$ cat src/rtl/smw_pkg.sv
package smw_pkg;
  localparam int unsigned SMW_CNT_W = 6;
  localparam int unsigned SMW_NSTRB = 2;
  localparam int unsigned SEL_WE = 0;
  localparam int unsigned SEL_CS = 1;

  typedef logic [SMW_CNT_W-1:0] cnt_t;

  typedef struct packed {
    logic nwe_ctrl;
    cnt_t we_setup;
    cnt_t we_pulse;
    cnt_t cs_setup;
    cnt_t cs_pulse;
    cnt_t cycle;
  } smw_cfg_t;

  function automatic cnt_t last_index(input cnt_t total);
    return (total == '0) ? '0 : total - cnt_t'(1);
  endfunction
endpackage

$ cat src/rtl/smw_cfg_hold.sv
module smw_cfg_hold
  import smw_pkg::*;
#(
  parameter int unsigned BE_W = 4
) (
  input  logic            clk,
  input  logic            rst,
  input  logic            start,
  input  logic            busy,
  input  smw_cfg_t        cfg_in,
  input  logic [BE_W-1:0] be_in,
  output smw_cfg_t        cfg_use,
  output logic [BE_W-1:0] be_use
);
  smw_cfg_t        cfg_q;
  logic [BE_W-1:0] be_q;

  always_ff @(posedge clk) begin
    if (rst) begin
      cfg_q <= '0;
      be_q  <= '0;
    end else if (start) begin
      cfg_q <= cfg_in;
      be_q  <= be_in;
    end
  end

  assign cfg_use = start ? cfg_in : cfg_q;
  assign be_use  = start ? be_in  : be_q;


  cfg_frozen_chk: assert property (@(posedge clk) disable iff (rst)
    (busy && !start) |=> ($stable(cfg_q) && $stable(be_q)));
endmodule

$ cat src/rtl/smw_seq.sv
module smw_seq
  import smw_pkg::*;
(
  input  logic clk,
  input  logic rst,
  input  logic start,
  input  cnt_t last_idx,
  output logic busy,
  output cnt_t cnt,
  output logic nxt_busy,
  output cnt_t nxt_k
);
  always_comb begin
    if (start) begin
      nxt_busy = 1'b1;
      nxt_k    = '0;
    end else begin
      nxt_busy = busy && (cnt != last_idx);
      nxt_k    = cnt + cnt_t'(1);
    end
  end

  always_ff @(posedge clk) begin
    if (rst) begin
      busy <= 1'b0;
      cnt  <= '0;
    end else begin
      busy <= nxt_busy;
      cnt  <= nxt_busy ? nxt_k : '0;
    end
  end


  no_start_busy_chk: assert property (@(posedge clk) disable iff (rst)
    busy |-> !start);
endmodule

$ cat src/rtl/smw_phase.sv
module smw_phase
  import smw_pkg::*;
(
  input  logic active_cycle,
  input  cnt_t k,
  input  cnt_t setup,
  input  cnt_t pulse,
  output logic in_pulse,
  output logic past_setup
);
  logic [SMW_CNT_W:0] pulse_end;

  always_comb begin
    pulse_end  = {1'b0, setup} + {1'b0, pulse};
    past_setup = active_cycle && (k >= setup);
    in_pulse   = past_setup && ({1'b0, k} < pulse_end);
  end
endmodule

$ cat src/rtl/smem_wr_gen.sv
module smem_wr_gen
  import smw_pkg::*;
#(
  parameter int unsigned ADDR_W = 26,
  parameter int unsigned DATA_W = 32,
  parameter int unsigned CNT_W  = SMW_CNT_W
) (
  input  logic                     clk,
  input  logic                     rst,
  input  logic                     req_valid,
  output logic                     req_ready,
  input  logic [ADDR_W-1:0]        req_addr,
  input  logic [DATA_W-1:0]        req_data,
  input  logic [DATA_W/8-1:0]      req_be,
  input  logic                     cfg_nwe_ctrl,
  input  logic [CNT_W-1:0]         cfg_we_setup,
  input  logic [CNT_W-1:0]         cfg_we_pulse,
  input  logic [CNT_W-1:0]         cfg_cs_setup,
  input  logic [CNT_W-1:0]         cfg_cs_pulse,
  input  logic [CNT_W-1:0]         cfg_cycle,
  output logic                     mem_cs_n,
  output logic                     mem_we_n,
  output logic [DATA_W/8-1:0]      mem_wr_n,
  output logic [DATA_W/8-1:0]      mem_bs_n,
  output logic [ADDR_W-1:0]        mem_a,
  output logic [DATA_W-1:0]        mem_d,
  output logic                     mem_d_oe,
  output logic                     done
);
  localparam int unsigned BE_W = DATA_W / 8;

  smw_cfg_t        cfg_in, cfg_use;
  logic [BE_W-1:0] be_use;
  logic            busy, start, nxt_busy;
  cnt_t            cnt, nxt_k, last_use;
  cnt_t            st_setup [SMW_NSTRB];
  cnt_t            st_pulse [SMW_NSTRB];
  logic [SMW_NSTRB-1:0] st_low, st_armed;
  logic            oe_nxt;

  assign cfg_in = '{nwe_ctrl: cfg_nwe_ctrl, we_setup: cfg_we_setup,
                    we_pulse: cfg_we_pulse, cs_setup: cfg_cs_setup,
                    cs_pulse: cfg_cs_pulse, cycle: cfg_cycle};

  assign start     = req_valid && !busy;
  assign req_ready = !busy;

  smw_cfg_hold #(.BE_W(BE_W)) u_hold (
    .clk(clk), .rst(rst), .start(start), .busy(busy),
    .cfg_in(cfg_in), .be_in(req_be),
    .cfg_use(cfg_use), .be_use(be_use)
  );

  assign last_use = last_index(cfg_use.cycle);

  smw_seq u_seq (
    .clk(clk), .rst(rst), .start(start), .last_idx(last_use),
    .busy(busy), .cnt(cnt), .nxt_busy(nxt_busy), .nxt_k(nxt_k)
  );

  assign st_setup[SEL_WE] = cfg_use.we_setup;
  assign st_pulse[SEL_WE] = cfg_use.we_pulse;
  assign st_setup[SEL_CS] = cfg_use.cs_setup;
  assign st_pulse[SEL_CS] = cfg_use.cs_pulse;

  for (genvar s = 0; s < SMW_NSTRB; s++) begin : g_strobe
    smw_phase u_phase (
      .active_cycle(nxt_busy), .k(nxt_k),
      .setup(st_setup[s]), .pulse(st_pulse[s]),
      .in_pulse(st_low[s]), .past_setup(st_armed[s])
    );
  end

  assign oe_nxt = cfg_use.nwe_ctrl ? st_armed[SEL_WE] : st_armed[SEL_CS];

  always_ff @(posedge clk) begin
    if (rst) begin
      mem_cs_n <= 1'b1;
      mem_we_n <= 1'b1;
      mem_wr_n <= '1;
      mem_bs_n <= '1;
      mem_a    <= '0;
      mem_d    <= '0;
      mem_d_oe <= 1'b0;
      done     <= 1'b0;
    end else begin
      mem_cs_n <= !st_low[SEL_CS];
      mem_we_n <= !st_low[SEL_WE];
      mem_wr_n <= ~({BE_W{st_low[SEL_WE]}} & be_use);
      mem_bs_n <= nxt_busy ? ~be_use : '1;
      mem_d_oe <= oe_nxt;
      done     <= nxt_busy && (nxt_k == last_use);
      if (start) begin
        mem_a <= req_addr;
        mem_d <= req_data;
      end
    end
  end


  oe_hold_chk: assert property (@(posedge clk) disable iff (rst)
    (mem_d_oe && !done) |=> mem_d_oe);


  done_release_chk: assert property (@(posedge clk) disable iff (rst)
    done |=> (!mem_d_oe && req_ready && mem_cs_n && mem_we_n));


  bus_stable_chk: assert property (@(posedge clk) disable iff (rst)
    (busy && !done) |=> ($stable(mem_a) && $stable(mem_d) && $stable(mem_bs_n)));


  byte_strobe_chk: assert property (@(posedge clk) disable iff (rst)
    mem_we_n |-> (&mem_wr_n));


  idle_quiet_chk: assert property (@(posedge clk) disable iff (rst)
    !busy |-> (mem_cs_n && mem_we_n && !mem_d_oe && !done && (&mem_bs_n)));
endmodule

$ cat config.mk
export PLATFORM = sky130hd
export DESIGN_NAME = smem_wr_gen
export DESIGN_NICKNAME = d
export VERILOG_FILES = /design/src/rtl/smw_pkg.sv /design/src/rtl/smw_cfg_hold.sv /design/src/rtl/smw_seq.sv /design/src/rtl/smw_phase.sv /design/src/rtl/smem_wr_gen.sv
export SDC_FILE = /design/constraint.sdc
export NUM_CORES = 1
export LEC_CHECK = 0
export BUFFER_PORTS_ARGS = -buffer_cell sky130_fd_sc_hd__buf_2
export CORE_UTILIZATION = 35
export CTS_CLUSTER_DIAMETER = 40
export DETAILED_ROUTE_END_ITERATION = 12
export PLACE_DENSITY = 0.63
export SYNTH_ARGS = -nofsm -noshare
export SYNTH_HDL_FRONTEND = slang
export SYNTH_SLANG_ARGS = --single-unit
$ cat constraint.sdc
create_clock -name clk -period 7.2 [get_ports clk]
set_input_delay 0.36 -clock clk [delete_from_list [all_inputs] [get_ports clk]]
set_output_delay 0.36 -clock clk [all_outputs]
set_load 0.01 [all_outputs]
==> results.json, run 1 <==
{
  "ctsResizeCount": 0,
  "cp_slowest_cell": "nand2b_4",
  "critical_path.startpoint_type": "register",
  "xor_xnor_portion_of_the_synthesized_cell_area_pct": 4.89,
  "drc": 0,
  "pin_count": 167,
  "placementRows": 45,
  "dieWidth_um": 126,
  "grt_first_pass_wirelength_um": 21600,
  "cp_data_arrival_time_ns": 4.43,
  "dpl.hpwl_um": 9470,
  "report.final.hold_viol_count": 0,
  "placed_cells_incl_taps": 963,
  "rsz0062_at_grt": "false",
  "floorplan.core_area_sq_um": 15100,
  "worst_rel_slew_slack_pct": 27.4,
  "tightest_slew_ns": 1.09,
  "critPathMaxStageDelay_ns": 0.60,
  "dieHeight_um": 126,
  "synth.mux.area_fraction_pct": 4.75,
  "drtPass1Iterations": 6,
  "yosysWarnings": 0,
  "ys_ff_latch": 112,
  "post_route_wl_um": 13300,
  "post-cts-setup-buffer-count": 0,
  "gr-total-overflow": 0,
  "detail_route.wl_per_cell_um": 13.6,
  "ys_dominant_reg_cell": "dfxtp_1",
  "final_standard_cell_count_with_taps_included_and_fillers_excluded": 980,
  "avgViaCountPerCell": 4.81,
  "setup-violations-final": 0,
  "post_synth_fa_ha_maj_area_fraction_pct": 8.85,
  "grt_start_max_net_pins": 105,
  "areaGrowthSynthToFinish_pct": 22.8,
  "critical_path.max_fanout": 49,
  "antenna_found_initial": 0,
  "synth_top_family_by_area": "simple AND/OR/NAND/NOR gates",
  "route.vias.total": 4710,
  "finalWorstPathRequiredPeriod_ns": 4.21,
  "syn_nets": 774,
  "hp-class": "in -> reg",
  "setup_total_negative_slack_ns": 0,
  "finalNetCount": 918,
  "vdd_ir_drop_max_uv": 155,
  "ant_nets": 0,
  "syn_avg_cell_area_sq_um": 8.41,
  "synthesis.area_sq_um": 5400,
  "fmaxAchievable_mhz": 238,
  "asyncSetResetFlopFracSynth_pct": 0,
  "drive_above_1_share_pct": 26.5,
  "number_of_pins_with_negative_max_slew_slack_in_the_final_report": 0,
  "postCtsHoldBufs": 0,
  "cts_tree": "yes",
  "setup_crit_end_kind": "register",
  "max_cap_violations": 0,
  "critical_path.top_delay_family": "compound AO/OA/AOI/OAI gates",
  "fin_worst_skew_ns": 0.00864,
  "post_synth_and_or_nand_nor_area_fraction_pct": 20.4,
  "synth_enable_flop_cells": 0,
  "globalplace.congestion": 0.799,
  "global_route.usage.total_pct": 17.1,
  "detailedRoute.firstIterationViolations": 240,
  "clock_insertion_delay_worst_skew_ns": 0.36,
  "min_period_over_period_pct": 58.4,
  "starting_density_of_the_core_pct": 35.7,
  "nFillCells": 1509,
  "synth_compound_gate_area_share_pct": 15.1,
  "placement.io_buffers": 166,
  "critical_path_class": "reg -> reg",
  "synth-seq-area-share_pct": 41.5,
  "floorplan.die_area_sq_um": 15900,
  "clock_path_buffers": 2,
  "crit_buf_inv": 2,
  "root_buffer": "clkbuf_16",
  "power.static_leakage_nw": 3.17,
  "timing.critical_path.required_ns": 7.42,
  "clock_tree.htree_level_count": 3,
  "power_per_cell_area_nw_per_um2": 223,
  "status": "complete, no violations",
  "first_global_vias": 4299,
  "cp_cell_sequence": "nand2b_4, buf_4, mux2i_1, inv_1, ha_1, nand2_1, o21ai_0, xnor2_1, ha_1, a21oi_1, o21ai_0, a211oi_1, o31a_1, nand3_1",
  "synthCells": 642,
  "cts.reportedPaths.clkPinSlew_ns": 0.08,
  "synth_cell_type_count": 61,
  "clock_sinks": 112,
  "numCtsBuffers": 9
}
[power by group]
group | leakage (nW) | internal, W | switching (W)
sequential | 0.918 | 0.000655 | 0.0000174
clock | 0.148 | 0.000246 | 0.000255
combinational | 2.10 | 0.000132 | 0.000177
total | 3.17 | 0.00103 | 0.000449
[per-stage QoR]
step / utilization, % / hold slack [ns] / area [sq um] / total power (W) / worst slack, ns
2_1_floorplan: - / 0.444 / 5400 / 0.000901 / 3.37
6_report: 43.8 / 0.231 / 6630 / 0.00148 / 2.99
5_1_grt: 43.8 / 0.220 / 6630 / 0.00156 / 2.61
3_3_place_gp: 41.8 / 0.440 / 6330 / 0.000995 / 3.08
4_1_cts: 43.8 / 0.215 / 6630 / 0.00150 / 2.95
3_5_place_dp: 41.8 / 0.444 / 6330 / 0.000997 / 2.96
[placed cells by master, fill, tap and decap left out, drive strengths merged, types with 12 or more instances in the layout]
cell,synthesis,layout
a21oi,93,93
buf,9,168
dfxtp,112,112
ha,35,35
inv,22,25
mux2i,19,19
nand2,174,174
nor2,36,36
o21ai,12,12
xor2,15,15
[synth_stat cells (3+ instances only)]
master / count / area, sq um
a211oi_1: 4 / 30.0
a21o_1: 5 / 37.5
a21oi_1: 93 / 465
and3b_2: 5 / 50.1
buf_1: 4 / 15.0
buf_6: 4 / 45.0
clkbuf_1: 26 / 97.6
dfxtp_1: 112 / 2240
ha_1: 35 / 438
inv_1: 22 / 82.6
mux2i_1: 17 / 170
nand2_1: 174 / 653
nand3_1: 8 / 40.0
nor2_1: 36 / 135
nor3b_1: 4 / 30.0
o21ai_0: 12 / 60.1
o21bai_1: 4 / 30.0
or4b_1: 3 / 30.0
xnor2_1: 9 / 78.8
xor2_1: 14 / 123
[routing by layer]
| layer | track usage [%] | vias to the layer above | wire length [um] |
|---|---|---|---|
| li1 | - | 2455 | - |
| met1 | 21.5 | 2101 | 6250 |
| met2 | 28.8 | 143 | 6140 |
| met3 | 4.25 | 11 | 744 |
| met4 | 4.82 | 0 | 150 |
| met5 | 0 | - | 0 |
[area by class of cell]
| cell class | count | area (sq um) | area share [%] |
|---|---|---|---|
| inverters | 22 | 82.6 | 1.25 |
| diodes | 1 | 2.50 | 0.0377 |
| multi-input cells | 473 | 2920 | 44.0 |
| clock buffers | 9 | 225 | 3.40 |
| clock inverters | 7 | 75.1 | 1.13 |
| flip-flops and latches | 112 | 2240 | 33.8 |
| repair buffers | 168 | 848 | 12.8 |
| well taps | 188 | 235 | 3.55 |
[worst register-to-register path, delay by kind of cell, from the launching register on]
family / cells / cell delay [ns]
AO/OA/AOI/OAI: 5 / 1.07
AND/OR/NAND/NOR: 3 / 0.76
buffers and inverters: 2 / 0.66
adder cells (fa/ha/maj): 2 / 0.55
flip-flops: 1 / 0.46
multiplexers: 1 / 0.43
XOR/XNOR: 1 / 0.16
[registers in the layout, summed over array words and instances, names as in the netlist, 4 cells and up, named ones only]
| name | count |
|---|---|
| mem_a | 26 |
| mem_bs_n | 4 |
| mem_d | 32 |
| mem_wr_n | 4 |
| u_hold.be_q | 4 |
| u_hold.cfg_q | 30 |
| u_seq.cnt | 6 |
[logic make-up (layout without fill, tap and decap cells)]
kind of cell,after synthesis,in the layout
AOI/OAI and AO/OA,138,138
xor gates and xnor gates,26,26
adders and majority gates,38,38
buffers and inverters,57,206
DFF,112,112
muxes,22,22
other,0,1
and+or+nand+nor,249,249
[worst paths after layout]
path	startpoint	end	slack, ns	cells after the start
max	u_seq.busy$_SDFF_PP0_	mem_wr_n[1]$_SDFF_PP1_	2.99	14
min	req_addr[17]	mem_a[17]$_SDFFE_PP0N_	0.23	3
max reg2reg	u_seq.busy$_SDFF_PP0_	mem_wr_n[1]$_SDFF_PP1_	2.99	14
min reg2reg	mem_a[24]$_SDFFE_PP0N_	mem_a[24]$_SDFFE_PP0N_	0.45	2
(Power assumes the default switching activity.)
==> run 2: changes to the inputs <==
==> constraint.sdc (replaced) <==
create_clock -name clk -period 3.9 [get_ports clk]
set_input_delay 0.195 -clock clk [delete_from_list [all_inputs] [get_ports clk]]
set_output_delay 0.195 -clock clk [all_outputs]
set_load 0.01 [all_outputs]
==> run 2 against run 1 <==
Non-clock buffer count increased by 9; critical path depth increased by 2; sequential power increased by 85%; combinational power increased by 89%; register-to-register slack got worse by 2.7 ns; count of clock-buffer cells in the layout increased by 1; first-iteration DRC count decreased by 17%.
==> results.json, run 2 (same netlist as run 1, synthesis figures left out) <==
{
  "status": "complete, no violations",
  "seq_area_sq_um": 2240,
  "placementRows": 45,
  "layout.cell_area.non_filler_sq_um": 6690,
  "clock_insertion_delay_worst_skew_ns": 0.35,
  "multiInputGateArea_sq_um": 2920,
  "power.static_leakage_nw": 3.21,
  "drc": 0,
  "finalWorstPathRequiredPeriod_ns": 3.57,
  "timing.critical_path.required_ns": 4.14,
  "ff2ff_path_depth": 16,
  "grt_first_pass_wirelength_um": 21700,
  "critical_path.startpoint_type": "register",
  "dr_wl_met2_um": 6280,
  "worst_rel_slew_slack_pct": 27.5,
  "drtPass1Iterations": 4,
  "floorplan.core_area_sq_um": 15100,
  "tightest_slew_ns": 1.09,
  "clock_path_buffers": 2,
  "wl_met3_um": 803,
  "ant_nets": 0,
  "root_buffer": "clkbuf_16",
  "max_cap_violations": 0,
  "top_register": "mem_d",
  "first_global_vias": 4339,
  "number_of_pins_with_negative_max_slew_slack_in_the_final_report": 0,
  "reg_top3": "mem_d x32, u_hold.cfg_q x30, mem_a x26",
  "pin_count": 167,
  "dieHeight_um": 126,
  "gr-total-overflow": 0,
  "cts_tree": "yes",
  "global_route.usage.total_pct": 16.9,
  "r2r-end": "mem_cs_n$_SDFF_PP1_",
  "detail_route.wirelength.met1_um": 6380,
  "maxUsedRoutingLayer": "met4",
  "hold_slack_ns": 0.0706,
  "drive_above_1_share_pct": 27.4,
  "fin_worst_skew_ns": 0.00842,
  "critical_path.max_fanout": 21,
  "hp-class": "in -> reg",
  "reg2reg_setup_slack_ns": 0.33,
  "power_per_cell_area_nw_per_um2": 408,
  "setup-violations-final": 0,
  "finalPower_w": 0.00273,
  "route.vias.total": 4733,
  "antenna_found_initial": 0,
  "finalNetCount": 927,
  "nFillCells": 1506,
  "vdd_ir_drop_max_uv": 204,
  "clock_tree.htree_level_count": 3,
  "setup_total_negative_slack_ns": 0,
  "clock_sinks": 112,
  "placed_cells_incl_taps": 972,
  "globalplace.congestion": 0.810,
  "floorplan.die_area_sq_um": 15900,
  "worstHoldEndpoint": "mem_d[25]$_SDFFE_PP0N_",
  "dieWidth_um": 126,
  "worst_r2r_startpoint": "u_seq.busy$_SDFF_PP0_",
  "detail_route.wl_per_cell_um": 13.7,
  "setup_crit_end_kind": "register",
  "numCtsBuffers": 9,
  "layout.cells.most_common": "nand2_1",
  "cts.reportedPaths.clkPinSlew_ns": 0.08,
  "starting_density_of_the_core_pct": 35.7,
  "post-cts-setup-buffer-count": 0,
  "areaGrowthSynthToFinish_pct": 23.8,
  "placement.io_buffers": 166,
  "dpl.hpwl_um": 9780,
  "cp_data_arrival_time_ns": 3.80,
  "avgViaCountPerCell": 4.79,
  "ctsResizeCount": 0,
  "largest_register_ff_count": 32,
  "postCtsHoldBufs": 0,
  "rsz0062_at_grt": "false",
  "min_period_over_period_pct": 91.4,
  "critical_path_class": "reg -> reg",
  "post_route_wl_um": 13500,
  "grt_start_max_net_pins": 105,
  "fmaxAchievable_mhz": 280,
  "final_standard_cell_count_with_taps_included_and_fillers_excluded": 988,
  "placed_cell_area_sq_um": 6400,
  "num_antenna_cells": 0,
  "most-common-layout-cells": "nand2_1 (174), buf_2 (165), dfxtp_1 (111)",
  "detailedRoute.firstIterationViolations": 200,
  "report.final.hold_viol_count": 0,
  "hold_path_startpoint": "req_data[25]",
  "worstHoldPathCells": 3
}
## run 2: cell types whose count changed in the layout (fill, tap and decap cells not counted)
cell,change
clkinv_8,-2
buf_4,+9
clkbuf_1,+1
dfxtp_2,+1
clkinv_2,-1
diode_2,-1
inv_8,+2
clkinv_4,+2
dfxtp_1,-1
inv_6,-2
## run 2: area by class of cell
type	count	share of cell area (%)
multi-input combinational	473	43.7
sequential	112	33.5
timing repair buffer	177	13.7
tap	188	3.52
clock buffer	10	3.42
inverter	22	1.23
clock inverter	6	0.898
## run 2: metrics by stage
stage | setup slack, ns | util [%]
after floorplan | 0.0704 | -
after global placement | 0.338 | 42.2
after detailed placement | 0.247 | 42.2
after CTS | 0.235 | 44.1
after global routing | 0.00300 | 44.2
final | 0.334 | 44.2
## run 2: routing by layer
layer	GRT usage [%]	vias up
met1	21.8	2114
li1	-	2467
met3	4.93	11
met4	4.04	0
met5	0	-
met2	27.8	141
## run 2: power breakdown
group / leakage [nW] / total, W / switching (W) / internal [W]
Combinational: 2.15 / 0.000583 / 0.000330 / 0.000253
Sequential: 0.918 / 0.00124 / 0.0000320 / 0.00121
Clock: 0.143 / 0.000903 / 0.000452 / 0.000451
Total: 3.21 / 0.00273 / 0.000814 / 0.00191
## run 2: how the worst max path moves through the flow
stage | slack, ns | end | depth (start not counted) | startpoint
after floorplan | 0.07 | mem_cs_n$_SDFF_PP1_ | 20 | u_seq.busy$_SDFF_PP0_
after global placement | 0.34 | mem_cs_n$_SDFF_PP1_ | 16 | u_seq.busy$_SDFF_PP0_
after detailed placement | 0.25 | mem_cs_n$_SDFF_PP1_ | 16 | u_seq.busy$_SDFF_PP0_
after CTS | 0.24 | mem_cs_n$_SDFF_PP1_ | 16 | u_seq.busy$_SDFF_PP0_
after global routing | 0.003 | mem_cs_n$_SDFF_PP1_ | 16 | u_seq.busy$_SDFF_PP0_
final | 0.33 | mem_cs_n$_SDFF_PP1_ | 16 | u_seq.busy$_SDFF_PP0_
## run 2: critical path, cell delays in order (launching register included)
cell	delay (ns)
dfxtp_2	0.43
and2b_4	0.31
nand2_1	0.12
nand2_1	0.07
ha_1	0.24
maj3_1	0.35
nand2_1	0.07
o31ai_1	0.06
a21oi_1	0.23
o21bai_1	0.09
a21oi_1	0.17
xor2_1	0.16
ha_1	0.26
a21o_1	0.18
a31oi_1	0.14
a211oi_1	0.06
or4b_1	0.50
